### src/rtl/trim_pkg.sv
package trim_pkg;

  // The interval counter has reached its last cycle.
  function automatic logic period_done(input int unsigned cnt, input int unsigned period);
    return cnt == period - 1;
  endfunction

  // Store address of the register at position idx within a pass.
  function automatic int unsigned word_addr(input int unsigned base, input int unsigned idx);
    return base + idx;
  endfunction

  // Position idx is the final register of a pass.
  function automatic logic is_last(input int unsigned idx, input int unsigned nregs);
    return idx == nregs - 1;
  endfunction

endpackage

### src/rtl/trim_refresh_timer.sv
module trim_refresh_timer #(
  parameter int PERIOD = 2500
) (
  input  logic clk,
  input  logic rst_n,
  input  logic run,
  output logic tick
);
  localparam int CNT_W = $clog2(PERIOD + 1);

  logic [CNT_W-1:0] cnt_q;

  assign tick = run && trim_pkg::period_done(32'(cnt_q), PERIOD);

  always_ff @(posedge clk or negedge rst_n) begin
    if (!rst_n)      cnt_q <= '0;
    else if (!run)   cnt_q <= '0;
    else if (tick)   cnt_q <= '0;
    else             cnt_q <= cnt_q + 1'b1;
  end

  // A tick always restarts the interval.
  assert_tick_restarts_R6: assert property (@(posedge clk) disable iff (!rst_n)
    tick |=> cnt_q == '0);

  // A stopped timer resumes from zero.
  assert_stop_clears_R8: assert property (@(posedge clk) disable iff (!rst_n)
    !run |=> !tick || PERIOD == 1);

endmodule

### src/rtl/trim_reload_seq.sv
module trim_reload_seq #(
  parameter int DATA_W    = 8,
  parameter int NUM_REGS  = 5,
  parameter int ADDR_W    = 4,
  parameter int BASE_ADDR = 0
) (
  input  logic                        clk,
  input  logic                        rst_n,
  input  logic                        start,
  output logic                        busy,
  output logic                        rd_en,
  output logic [ADDR_W-1:0]           rd_addr,
  input  logic [DATA_W-1:0]           rd_data,
  output logic                        wr_vld,
  output logic [$clog2(NUM_REGS+1)-1:0] wr_idx,
  output logic [DATA_W-1:0]           wr_data
);
  localparam int IDX_W = $clog2(NUM_REGS + 1);

  logic             busy_q;
  logic [IDX_W-1:0] iss_q;
  logic             cap_vld_q;
  logic [IDX_W-1:0] cap_idx_q;
  logic             pass_end;

  assign busy     = busy_q;
  assign rd_en    = busy_q && (iss_q < IDX_W'(NUM_REGS));
  assign rd_addr  = ADDR_W'(trim_pkg::word_addr(BASE_ADDR, 32'(iss_q)));
  assign wr_vld   = cap_vld_q;
  assign wr_idx   = cap_idx_q;
  assign wr_data  = rd_data;
  assign pass_end = cap_vld_q && trim_pkg::is_last(32'(cap_idx_q), NUM_REGS);

  always_ff @(posedge clk or negedge rst_n) begin
    if (!rst_n) begin
      busy_q    <= 1'b0;
      iss_q     <= '0;
      cap_vld_q <= 1'b0;
      cap_idx_q <= '0;
    end else begin
      cap_vld_q <= rd_en;
      cap_idx_q <= iss_q;
      if (start && !busy_q) begin
        busy_q <= 1'b1;
        iss_q  <= '0;
      end else begin
        if (rd_en)    iss_q  <= iss_q + 1'b1;
        if (pass_end) busy_q <= 1'b0;
      end
    end
  end

  // Captured words arrive in strictly rising register order.
  assert_capture_order_R2: assert property (@(posedge clk) disable iff (!rst_n)
    cap_vld_q && $past(cap_vld_q) |-> cap_idx_q == $past(cap_idx_q) + 1'b1);

  // Reads only happen inside a pass.
  assert_read_in_pass_R2: assert property (@(posedge clk) disable iff (!rst_n)
    rd_en |-> busy_q);

  // A pass ends only after the last register was captured.
  assert_pass_complete_R2: assert property (@(posedge clk) disable iff (!rst_n)
    $fell(busy_q) |-> $past(cap_vld_q) && $past(cap_idx_q) == IDX_W'(NUM_REGS - 1));

endmodule

### src/rtl/trim_regbank.sv
module trim_regbank #(
  parameter int DATA_W   = 8,
  parameter int NUM_REGS = 5
) (
  input  logic                          clk,
  input  logic                          rst_n,
  input  logic                          wr_vld,
  input  logic [$clog2(NUM_REGS+1)-1:0] wr_idx,
  input  logic [DATA_W-1:0]             wr_data,
  output logic [NUM_REGS*DATA_W-1:0]    regs_flat
);
  localparam int IDX_W = $clog2(NUM_REGS + 1);

  for (genvar k = 0; k < NUM_REGS; k++) begin : g_reg
    logic [DATA_W-1:0] val_q;
    always_ff @(posedge clk or negedge rst_n) begin
      if (!rst_n)                                  val_q <= '0;
      else if (wr_vld && wr_idx == IDX_W'(k))      val_q <= wr_data;
    end
    assign regs_flat[k*DATA_W +: DATA_W] = val_q;
  end

endmodule

### src/rtl/trim_refresh_ctrl.sv
module trim_refresh_ctrl #(
  parameter int DATA_W         = 8,
  parameter int NUM_DAC        = 4,
  parameter int ADDR_W         = 4,
  parameter int BASE_ADDR      = 0,
  parameter int REFRESH_CYCLES = 2500
) (
  input  logic                      clk,
  input  logic                      rst_n,
  input  logic                      wr_en_pin,
  input  logic                      cs_rise,
  input  logic                      session_active,
  input  logic                      inh_load,
  input  logic                      inh_val,
  output logic                      mem_rd_en,
  output logic [ADDR_W-1:0]         mem_addr,
  input  logic [DATA_W-1:0]         mem_rd_data,
  output logic                      erase_write_ok,
  output logic                      busy,
  output logic [DATA_W-1:0]         cfg_reg,
  output logic [NUM_DAC*DATA_W-1:0] dac_regs
);
  localparam int NUM_REGS = NUM_DAC + 1;
  localparam int IDX_W    = $clog2(NUM_REGS + 1);

  logic                       pwr_req_q;
  logic                       inhibit_q;
  logic                       cs_req;
  logic                       tick;
  logic                       timer_run;
  logic                       trig;
  logic                       start;
  logic                       wr_vld;
  logic [IDX_W-1:0]           wr_idx;
  logic [DATA_W-1:0]          wr_data;
  logic [NUM_REGS*DATA_W-1:0] regs_flat;

  assign erase_write_ok = wr_en_pin;
  assign timer_run      = wr_en_pin && !session_active;
  assign cs_req         = cs_rise && !inhibit_q;
  assign trig           = pwr_req_q || cs_req || tick;
  assign start          = trig && !busy;

  always_ff @(posedge clk or negedge rst_n) begin
    if (!rst_n) begin
      pwr_req_q <= 1'b1;
      inhibit_q <= 1'b0;
    end else begin
      if (start)    pwr_req_q <= 1'b0;
      if (inh_load) inhibit_q <= inh_val;
    end
  end

  trim_refresh_timer #(.PERIOD(REFRESH_CYCLES)) u_timer (
    .clk(clk), .rst_n(rst_n), .run(timer_run), .tick(tick)
  );

  trim_reload_seq #(
    .DATA_W(DATA_W), .NUM_REGS(NUM_REGS), .ADDR_W(ADDR_W), .BASE_ADDR(BASE_ADDR)
  ) u_seq (
    .clk(clk), .rst_n(rst_n), .start(start), .busy(busy),
    .rd_en(mem_rd_en), .rd_addr(mem_addr), .rd_data(mem_rd_data),
    .wr_vld(wr_vld), .wr_idx(wr_idx), .wr_data(wr_data)
  );

  trim_regbank #(.DATA_W(DATA_W), .NUM_REGS(NUM_REGS)) u_bank (
    .clk(clk), .rst_n(rst_n), .wr_vld(wr_vld), .wr_idx(wr_idx),
    .wr_data(wr_data), .regs_flat(regs_flat)
  );

  assign cfg_reg  = regs_flat[DATA_W-1:0];
  assign dac_regs = regs_flat[NUM_REGS*DATA_W-1:DATA_W];

  // Every pass has a cause in the cycle before it starts.
  assert_pass_has_cause_R10: assert property (@(posedge clk) disable iff (!rst_n)
    $rose(busy) |-> $past(trig));

  // An inhibited chip-select edge with no other cause starts nothing.
  assert_inhibit_blocks_R4: assert property (@(posedge clk) disable iff (!rst_n)
    cs_rise && inhibit_q && !pwr_req_q && !tick && !busy |=> !busy);

  // The power-up request is consumed by a pass that begins at once.
  assert_powerup_pass_R1: assert property (@(posedge clk) disable iff (!rst_n)
    $fell(pwr_req_q) |-> busy);

  // A flag load changes the flag seen on the following cycle.
  assert_flag_latch_R5: assert property (@(posedge clk) disable iff (!rst_n)
    inh_load |=> inhibit_q == $past(inh_val));

endmodule

### config.mk
export PLATFORM = sky130hd
export DESIGN_NAME = trim_refresh_ctrl
export DESIGN_NICKNAME = d
export VERILOG_FILES = /design/src/rtl/trim_pkg.sv /design/src/rtl/trim_refresh_timer.sv /design/src/rtl/trim_reload_seq.sv /design/src/rtl/trim_regbank.sv /design/src/rtl/trim_refresh_ctrl.sv
export SDC_FILE = /design/constraint.sdc
export NUM_CORES = 1
export LEC_CHECK = 0
export BUFFER_PORTS_ARGS = -buffer_cell sky130_fd_sc_hd__buf_2
export CAP_MARGIN = 15
export CORE_MARGIN = 5
export CORE_UTILIZATION = 57
export CTS_CLUSTER_SIZE = 28
export DETAILED_ROUTE_END_ITERATION = 10
export GPL_TIMING_DRIVEN = 0
export PLACE_DENSITY = 0.9
export SYNTH_ARGS = -nofsm -noshare
export SYNTH_HDL_FRONTEND = slang
export SYNTH_SLANG_ARGS = --single-unit
### constraint.sdc
create_clock -name clk -period 3.7 [get_ports clk]
set_input_delay 0.925 -clock clk [delete_from_list [all_inputs] [get_ports clk]]
set_output_delay 0.925 -clock clk [all_outputs]
set_load 0.03 [all_outputs]
# Word-level counts from Yosys, hierarchy flattened
# Cells that the tools add are included.
[classes] n_addsub=2 order_cmp=1 eq_ne=5 mux=6 n_reduce_logical=19
[op_table] op="2-to-1 mux 12 bit" count=2
[op_table] op="adder 12 x 1 -> 12 bit (second input constant)" count=1
[op_table] op="equality test 12 bit (second input constant)" count=1
[op_table] op="logical AND 1 bit" count=11
[op_table] op="equality test 3 x 2 -> 1 bit (second input constant)" count=2
[op_table] op="2-to-1 mux 3 bit" count=2
[op_table] op="nonzero test 2 bit" count=2
[op_table] op="adder 3 x 1 -> 3 bit (second input constant)" count=1
[op_table] op="equality test 3 x 1 -> 1 bit (second input constant)" count=1
[op_table] op="equality test 3 bit (second input constant)" count=1
[op_table] op="zero test 1 bit" count=3
[op_table] op="zero test 3 bit" count=1
[op_table] op="less-than comparator 3 bit (second input constant)" count=1
[op_table] op="logical OR 1 bit" count=2
[op_table] op="2-to-1 mux 1 bit" count=2
[totals] register_bits=62 in_bits=15 output_inout_bits=47 word_cells=45

# Longest topological paths before layout
# Gate-level depths: netlist of run 1.
[depth] depth_word=7 depth_mapped=5 depth_no_buf=4

# Cells and area by module
# From an unflattened synthesis of run 1, not the netlist that was laid out.
[hier_totals] hier_cells=197 area_unflattened_um2=2680.1
[by_module_without_submodules] mod="trim_regbank" instances=1 cells_each=88 area_each_um2=1529.0 seq_area_each_um2=1001.0
[by_module_without_submodules] mod="trim_refresh_timer" instances=1 cells_each=65 area_each_um2=666.9 seq_area_each_um2=300.3
[by_module_without_submodules] mod="trim_reload_seq" instances=1 cells_each=35 area_each_um2=382.9 seq_area_each_um2=200.2
[by_module_without_submodules] mod="trim_refresh_ctrl" instances=1 cells_each=9 area_each_um2=101.3 seq_area_each_um2=51.3

# Worst setup path before layout of run 1
# No wires, ideal clock.
[synth_path] path_kind="register to output" from="register u_seq.iss_q[0]" to="output port mem_rd_en" arrival_ns=1.141 t_required_ns=2.775 slack_ns=1.634 stages_incl_launch_ff=3 n_path_buf=0 cell_sequence="dfrtp_1 -> o21ai_0 -> and2_1"
[synth_between] elab_chain_len=2
[synth_rtl] item="start: declaration" line="trim_reload_seq.sv:21" text="logic [IDX_W-1:0] iss_q;"
[synth_rtl] item="start signal: assignment" line="trim_reload_seq.sv:47" text="if (rd_en) iss_q <= iss_q + 1'b1;"
[synth_rtl] item="less-than comparator 3 bit" line="trim_reload_seq.sv:27" text="assign rd_en = busy_q && (iss_q < IDX_W'(NUM_REGS));"
[synth_rtl] item="logical AND 1 bit" line="trim_reload_seq.sv:27"
[synth_rtl] item="end: declaration" line="trim_refresh_ctrl.sv:15" text="output logic mem_rd_en,"
# No other way between the ends.

# Final worst setup path of run 1
# Same ends and word-level chain as after synthesis.

==> out/results.ini, run 1 <==
[global_route]
gr-total-overflow = 0
grt_pass1_vias = 1738
grt_pass1_wl_mm = 8.81
track_usage = 0.187
grt_max_degree = 33
antenna_found_initial = 0

[yosys]
yosysSeqAreaShare = 0.603
synthDistinctLibCells = 37
synthXorXnorAreaFrac = 0.0102
async_flop_share = 1.00
syn-mean-instance-area_um2 = 13.8
synthMuxAreaShare = 0.179
postSynthCellCount = 186
synth-compound-area-share = 0.0573
yosysTopAreaCell = dfrtp_1
synth_edf_count = 0
synth_top_family_by_area = multiplexers
syn_area_mm2 = 0.00257
synth_top_area_frac = 0.593
synthTopCellsByArea = dfrtp_1, mux2_2, a21oi_1, o21ai_0, nand3_1
synth_warnings = 0
ys_ff_latch = 62
synth_fa_ha_area_frac = 0.00972
synthSimpleGateAreaFrac = 0.118
synth_flop_cell = dfrtp_1
syn-num-nets = 203

[place]
place_hpwl_mm = 3.68
placed_cell_area_mm2 = 0.00296
place_congestion = 0.778
placed_cells = 299
port_buffers = 60

[route]
drc = 0
num_vias = 1774
firstDrtPassIters = 5
drtAntennaViolNets = 0
wirelength_mm = 5.12
via_per_inst = 5.65
first_iter_violations = 72
wl_per_cell_um = 16.3

[setup_path]
critPathCaptureType = output port
crit_type = reg -> out
crit_arrival_ns = 1.50
critPathRequiredTime_ns = 2.77
cp_slowest_cell = dfrtp_1
rr_startpoint = u_timer.cnt_q[0]
crit_path_start_kind = register
critPathMaxStageDelay_ns = 0.45
ff2ff_path_depth = 5
path_cells = o21ai_0 -> and2_1 -> buf_2
setup.worst_path.start = u_seq.iss_q[0]
critPathMaxFanout = 7

[power]
clkPwrFrac = 0.176
sw_frac_of_total = 0.425
power_frac_comb = 0.439
intPower_mw = 1.70
p_switching_mw = 1.25
ir_worst_vdd_v = 0.000403
seqPwrFrac = 0.385
leakage_nw = 1.39
total_power_mw = 2.95
powerDensity_mw_per_mm2 = 940

[die]
io_pins = 62
die_h_um = 77.2
rows = 24
initial_core_util = 0.591
die-area_mm2 = 0.00596
dieWidth_um = 77.2
coreArea_mm2 = 0.00435

[sta]
holdWs_ns = 0.475
setup_tns_ns = 0
max_freq_mhz = 413
grt_setup_unrepaired = false
maxSlewHeadroom = 0.419
setup_viol = 0
slew_violations = 0
skew_ns = 0.00586
tightest_slew_ns = 0.867
finalHoldViolCount = 0
period_share = 0.655
fin_crit_ns = 2.42

[flow_run]
drv_cap = 0

[finish]
fin_cells = 314
design_area_mm2 = 0.00313
area_delta_synth_final_pct = 21.7
layout-drive-gt1-share = 0.496
nets = 275
diodes = 0
fillers = 301

[clock_network]
clock_path_buffers = 2
numClockSinks = 62
htreeDepth = 3
clk_pin_slew_worst_paths_ns = 0.06
cts_resized = 0
worstSkewPairLatency_ns = 0.33
ctsHoldBuffers = 0
cts_setup_buffers = 0
cts_tree = yes
numCtsBuffers = 9
clockRootBuffer = clkbuf_8

[hold_path]
min_path_cells = 1
hold_path_class = reg -> reg
min_from = u_timer.cnt_q[0]

[status]
status = completed

## final cells by class
| class | count | area, um^2 | share of cell area |
|---|---|---|---|
| clock buffers | 11 | 151 | 0.0483 |
| inverters | 4 | 15.0 | 0.00479 |
| clock inverters | 4 | 22.5 | 0.00719 |
| repair buffers | 61 | 320 | 0.102 |
| multi-input cells | 114 | 967 | 0.309 |
| well taps | 52 | 65.1 | 0.0208 |
| flip-flops and latches | 62 | 1550 | 0.495 |
| plain buffers | 6 | 40.0 | 0.0128 |
## metrics by stage
stage,setup WS [ns],util
global placement,1.44,0.675
floorplan,1.63,-
detailed placement,1.44,0.680
global route,1.18,0.720
CTS,1.27,0.720
finish,1.28,0.720
## worst paths after layout
path,slack [ns],end
max reg2reg,1.94,u_timer.cnt_q[10]
max,1.28,mem_rd_en
max in group asynchronous,2.46,u_timer.cnt_q[10]
min,0.47,u_timer.cnt_q[0]
min in group asynchronous,0.64,u_bank.g_reg[1].val_q[7]
min reg2reg,0.47,u_timer.cnt_q[0]
## power groups by stage
stage / Combinational, mW / Sequential [mW] / Clock [mW]
2_1_floorplan: 0.419 / 1.62 / 0
3_3_place_gp: 1.27 / 1.13 / 0
3_5_place_dp: 1.30 / 1.15 / 0
4_1_cts: 1.31 / 1.14 / 0.531
5_1_grt: 1.37 / 1.18 / 0.572
6_report: 1.29 / 1.14 / 0.517
## state kept, by name, indices dropped and copies added (netlist names)
register and cells:
u_timer.cnt_q 12, pwr_req_q 1, u_bank.g.val_q 40, u_seq.busy 1, u_seq.wr_idx 3, u_seq.iss_q 3, inhibit_q 1, u_seq.wr_vld 1
## synth_stat cells (all sizes together) (4+ instances only)
cell / number
inv: 4
o21ai: 7
or3: 4
dfrtp: 61
mux2: 41
o31ai: 4
nand3: 6
a21oi: 9
nor2: 7
buf: 5
## kinds of logic (layout without fill, tap and decap cells)
logic type      after synthesis  in the layout
mux                          41             41
other cells                   1              1
fa+ha+maj                     2              2
simple gates                 44             44
buf+inv                      10             86
xor+xnor                      3              3
flops                        62             62
compound gates               23             23
## layout by cell type (no fill, tap or decap), drive strengths merged, types with 2 or more instances in the layout
cell type	n
a211oi	2
a21oi	9
buf	66
clkbuf	12
clkinv	3
dfrtp	61
ha	2
inv	4
mux2	41
nand2	3
nand2b	2
nand3	6
nand4	3
nand4b	2
nor2	7
nor4	3
nor4bb	2
o21ai	7
o31ai	4
or3	4
or3b	2
or4	3
xnor2	2
## worst max-delay path: cells and delay by family (launching register included)
kind	cells	cell delay, ns
flip-flops	1	0.45
AO/OA/AOI/OAI	1	0.33
AND/OR/NAND/NOR	1	0.20
buffers and inverters	1	0.20
## per-layer routing
| layer | wire length [um] | track usage | up-vias |
|---|---|---|---|
| met3 | 388 | 0.0714 | 6 |
| met1 | 2270 | 0.242 | 874 |
| met5 | 0 | 0 | - |
| met4 | 40 | 0.0567 | 0 |
| met2 | 2430 | 0.290 | 63 |
| li1 | - | - | 831 |
Note: power is estimated with default switching activity, not from simulation.
==> run 2: changes to the inputs <==
- ABC_AREA: not set -> 1
- CORE_UTILIZATION: 57 -> 48
- PLACE_DENSITY: 0.9 -> 0.81
- clock period: 3.7 -> 2.1 ns (I/O delays scaled with it)
==> out/results.ini, run 2 <==
[setup_path]
critPathCaptureType = output port
crit_type = reg -> out
critPathMaxFanout = 7  ; unchanged
rr_startpoint = u_timer.cnt_q[0]
rrSetupSlack_ns = 0.76  ; -1.18 ns
crit_path_start_kind = register
ff2ff_path_depth = 8  ; +3
crit_arrival_ns = 1.39  ; -0.11 ns
rr_endpoint = u_seq.iss_q[2]
critPathRequiredTime_ns = 1.57  ; -1.20 ns

[clock_network]
cts_tree = yes
htreeDepth = 3  ; unchanged
worstSkewPairLatency_ns = 0.33  ; about the same
numCtsBuffers = 9  ; unchanged
clockRootBuffer = clkbuf_8
clk_pin_slew_worst_paths_ns = 0.07  ; about the same
numClockSinks = 62  ; unchanged
cts_setup_buffers = 0  ; unchanged
ctsHoldBuffers = 0  ; unchanged
clock_path_buffers = 2  ; unchanged

[finish]
final_common_cell = nand2_1
layout-drive-gt1-share = 0.386  ; -0.110
top_register = u_bank.g.val_q
largest_registers = u_bank.g.val_q x40, u_timer.cnt_q x12
fillers = 453  ; +50%
nets = 359  ; +31%
final_cell_mix = nand2_1, dfrtp_1, buf_2, o21ai_2, inv_1
fin_cells = 419  ; +33%
largest_reg_flops = 40  ; unchanged
diodes = 0  ; unchanged
area_delta_synth_final_pct = 23.6
design_area_mm2 = 0.00337  ; +7.6%

[yosys]
synth_common_cells = nand2_1, dfrtp_1, o21ai_2
synthDistinctLibCells = 25  ; -32%
syn_area_mm2 = 0.00273  ; +5.9%
async_flop_share = 1.00  ; unchanged
synth_warnings = 0  ; unchanged
syn-num-nets = 287  ; +41%
synth_flop_cell = dfrtp_1
postSynthCellCount = 270  ; +45%
yosysMostFrequentCell = nand2_1
yosysTopAreaCell = dfrtp_1
synthTopCellsByArea = dfrtp_1, o21ai_2, nand2_1, inv_1, nor2_1
syn-mean-instance-area_um2 = 10.1  ; -27%
yosysSeqAreaShare = 0.569  ; -0.0337
synth_top_area_frac = 0.560  ; -0.0332
ys_ff_latch = 62  ; unchanged
synth_edf_count = 0  ; unchanged

[global_route]
grt_max_degree = 42  ; +27%
antenna_found_initial = 0  ; unchanged
grt_pass1_wl_mm = 9.46  ; +7.4%
track_usage = 0.166  ; -0.0210
gr-total-overflow = 0  ; unchanged
grt_pass1_vias = 2018  ; +16%

[place]
place_congestion = 0.859  ; +11%
place_hpwl_mm = 4.11  ; +11%
port_buffers = 60  ; unchanged
placed_cell_area_mm2 = 0.00314  ; +6.0%
placed_cells = 403  ; +35%

[route]
wirelength_mm = 5.35  ; +4.4%
drtAntennaViolNets = 0  ; unchanged
via_per_inst = 4.79  ; -15%
wl_per_cell_um = 12.8  ; -22%
first_iter_violations = 47  ; -35%
num_vias = 2008  ; +13%
firstDrtPassIters = 4  ; -1
drc = 0  ; unchanged

[power]
powerDensity_mw_per_mm2 = 736  ; -22%
intPower_mw = 1.98  ; +17%
power_frac_comb = 0.034  ; -0.405
clkPwrFrac = 0.483  ; +0.307
p_switching_mw = 0.496  ; -60%
ir_worst_vdd_v = 0.000343  ; -15%
leakage_nw = 1.65  ; +19%
seqPwrFrac = 0.484  ; +0.099
sw_frac_of_total = 0.200  ; -0.225

[sta]
setup_tns_ns = 0  ; unchanged
skew_ns = 0.00768  ; +0.00182 ns
tightest_slew_ns = 0.516  ; -0.351 ns
period_share = 0.912
slew_violations = 0  ; unchanged
max_freq_mhz = 522
grt_setup_unrepaired = false
maxSlewHeadroom = 0.656  ; +0.237
setup_viol = 0  ; unchanged
finalHoldViolCount = 0  ; unchanged
fin_crit_ns = 1.92

[die]
dieWidth_um = 85.4  ; +11%
initial_core_util = 0.495  ; -0.0960
coreArea_mm2 = 0.00551  ; +26%
die_h_um = 85.4  ; +11%
die-area_mm2 = 0.00729  ; +22%
io_pins = 62  ; unchanged
rows = 27  ; +13%

[flow_run]
drv_cap = 0  ; unchanged

[status]
status = completed

[hold_path]
hold_path_class = in -> async

==> run 2: cell count changes in the layout (fill, tap and decap cells not counted), sizes merged, moves of 9 or more <==
cell	previous run	this run
inv	4	28
mux2	41	0
nand2	3	71
nand3	6	15
nor2	7	29
o21ai	7	42
==> run 2: worst max path at each step <==
stage / startpoint / to / slack [ns] / depth (start not counted)
6_report: u_seq.iss_q[0] / mem_rd_en / 0.18 / 4
3_3_place_gp: rst_n / u_timer.cnt_q[0] / 0.38 / 1
2_1_floorplan: u_seq.iss_q[0] / mem_rd_en / 0.46 / 3
5_1_grt: u_seq.iss_q[0] / mem_rd_en / 0.06 / 4
4_1_cts: u_seq.iss_q[0] / mem_rd_en / 0.11 / 4
3_5_place_dp: u_seq.iss_q[0] / mem_rd_en / 0.48 / 4
==> run 2: power groups by stage <==
stage / sequential [mW] / clock (mW) / combinational [mW]
finish: 1.20 / 1.20 / 0.0837
global route: 1.20 / 1.28 / 0.0964
CTS: 1.20 / 1.23 / 0.0864
detailed placement: 1.22 / 0 / 0.0861
global placement: 1.22 / 0 / 0.0804
floorplan: 1.22 / 0 / 0.0359
==> run 2: logic make-up (layout without fill, tap and decap cells) <==
logic type,Yosys count,count (layout),share of synthesized area
fa+ha+maj,2,2,0.00917
other cells,1,1,0.00137
compound gates,48,48,0.133
buf+inv,35,112,0.0647
xor+xnor,6,6,0.0193
flops,62,62,0.569
simple gates,116,116,0.204
==> run 2: area by class of cell <==
| cell class | instances | area, um^2 | area share |
|---|---|---|---|
| Inverter | 28 | 105 | 0.0312 |
| Clock buffer | 13 | 169 | 0.0501 |
| Multi-Input combinational cell | 173 | 998 | 0.296 |
| Tap cell | 72 | 90.1 | 0.0267 |
| Sequential cell | 62 | 1550 | 0.460 |
| Clock inverter | 3 | 65.1 | 0.0193 |
| Timing Repair Buffer | 61 | 320 | 0.0950 |
| Buffer | 7 | 71.3 | 0.0212 |
==> run 2: what timing repair did <==
action                                  in CTS  in global routing
hold endpoints to repair                     0                  0
endpoints found under the setup margin       0                  1
gates resized for setup                      0                  1
==> run 2: through the flow <==
stage,setup slack [ns],hold slack [ns],power (mW),util
after floorplan,0.460,0.229,1.26,-
after global placement,0.377,0.420,1.30,0.566
after global routing,0.0648,0.188,2.58,0.612
after CTS,0.113,0.157,2.52,0.612
final,0.185,0.162,2.48,0.612
after detailed placement,0.484,0.430,1.31,0.570
==> run 2: critical path, stage by stage, from the launching register on <==
cell,delay [ns]
dfrtp_1,0.45
o21ai_1,0.20
nand2_1,0.10
inv_1,0.11
buf_2,0.21
==> run 2: routing by layer <==
metal  routed length, um  GRT usage  vias up
met5                   0          0        -
met4                  40     0.0604        0
met3                 403     0.0583        5
met2                2610      0.273       51
met1                2290      0.200      951
li1                    -          -     1001
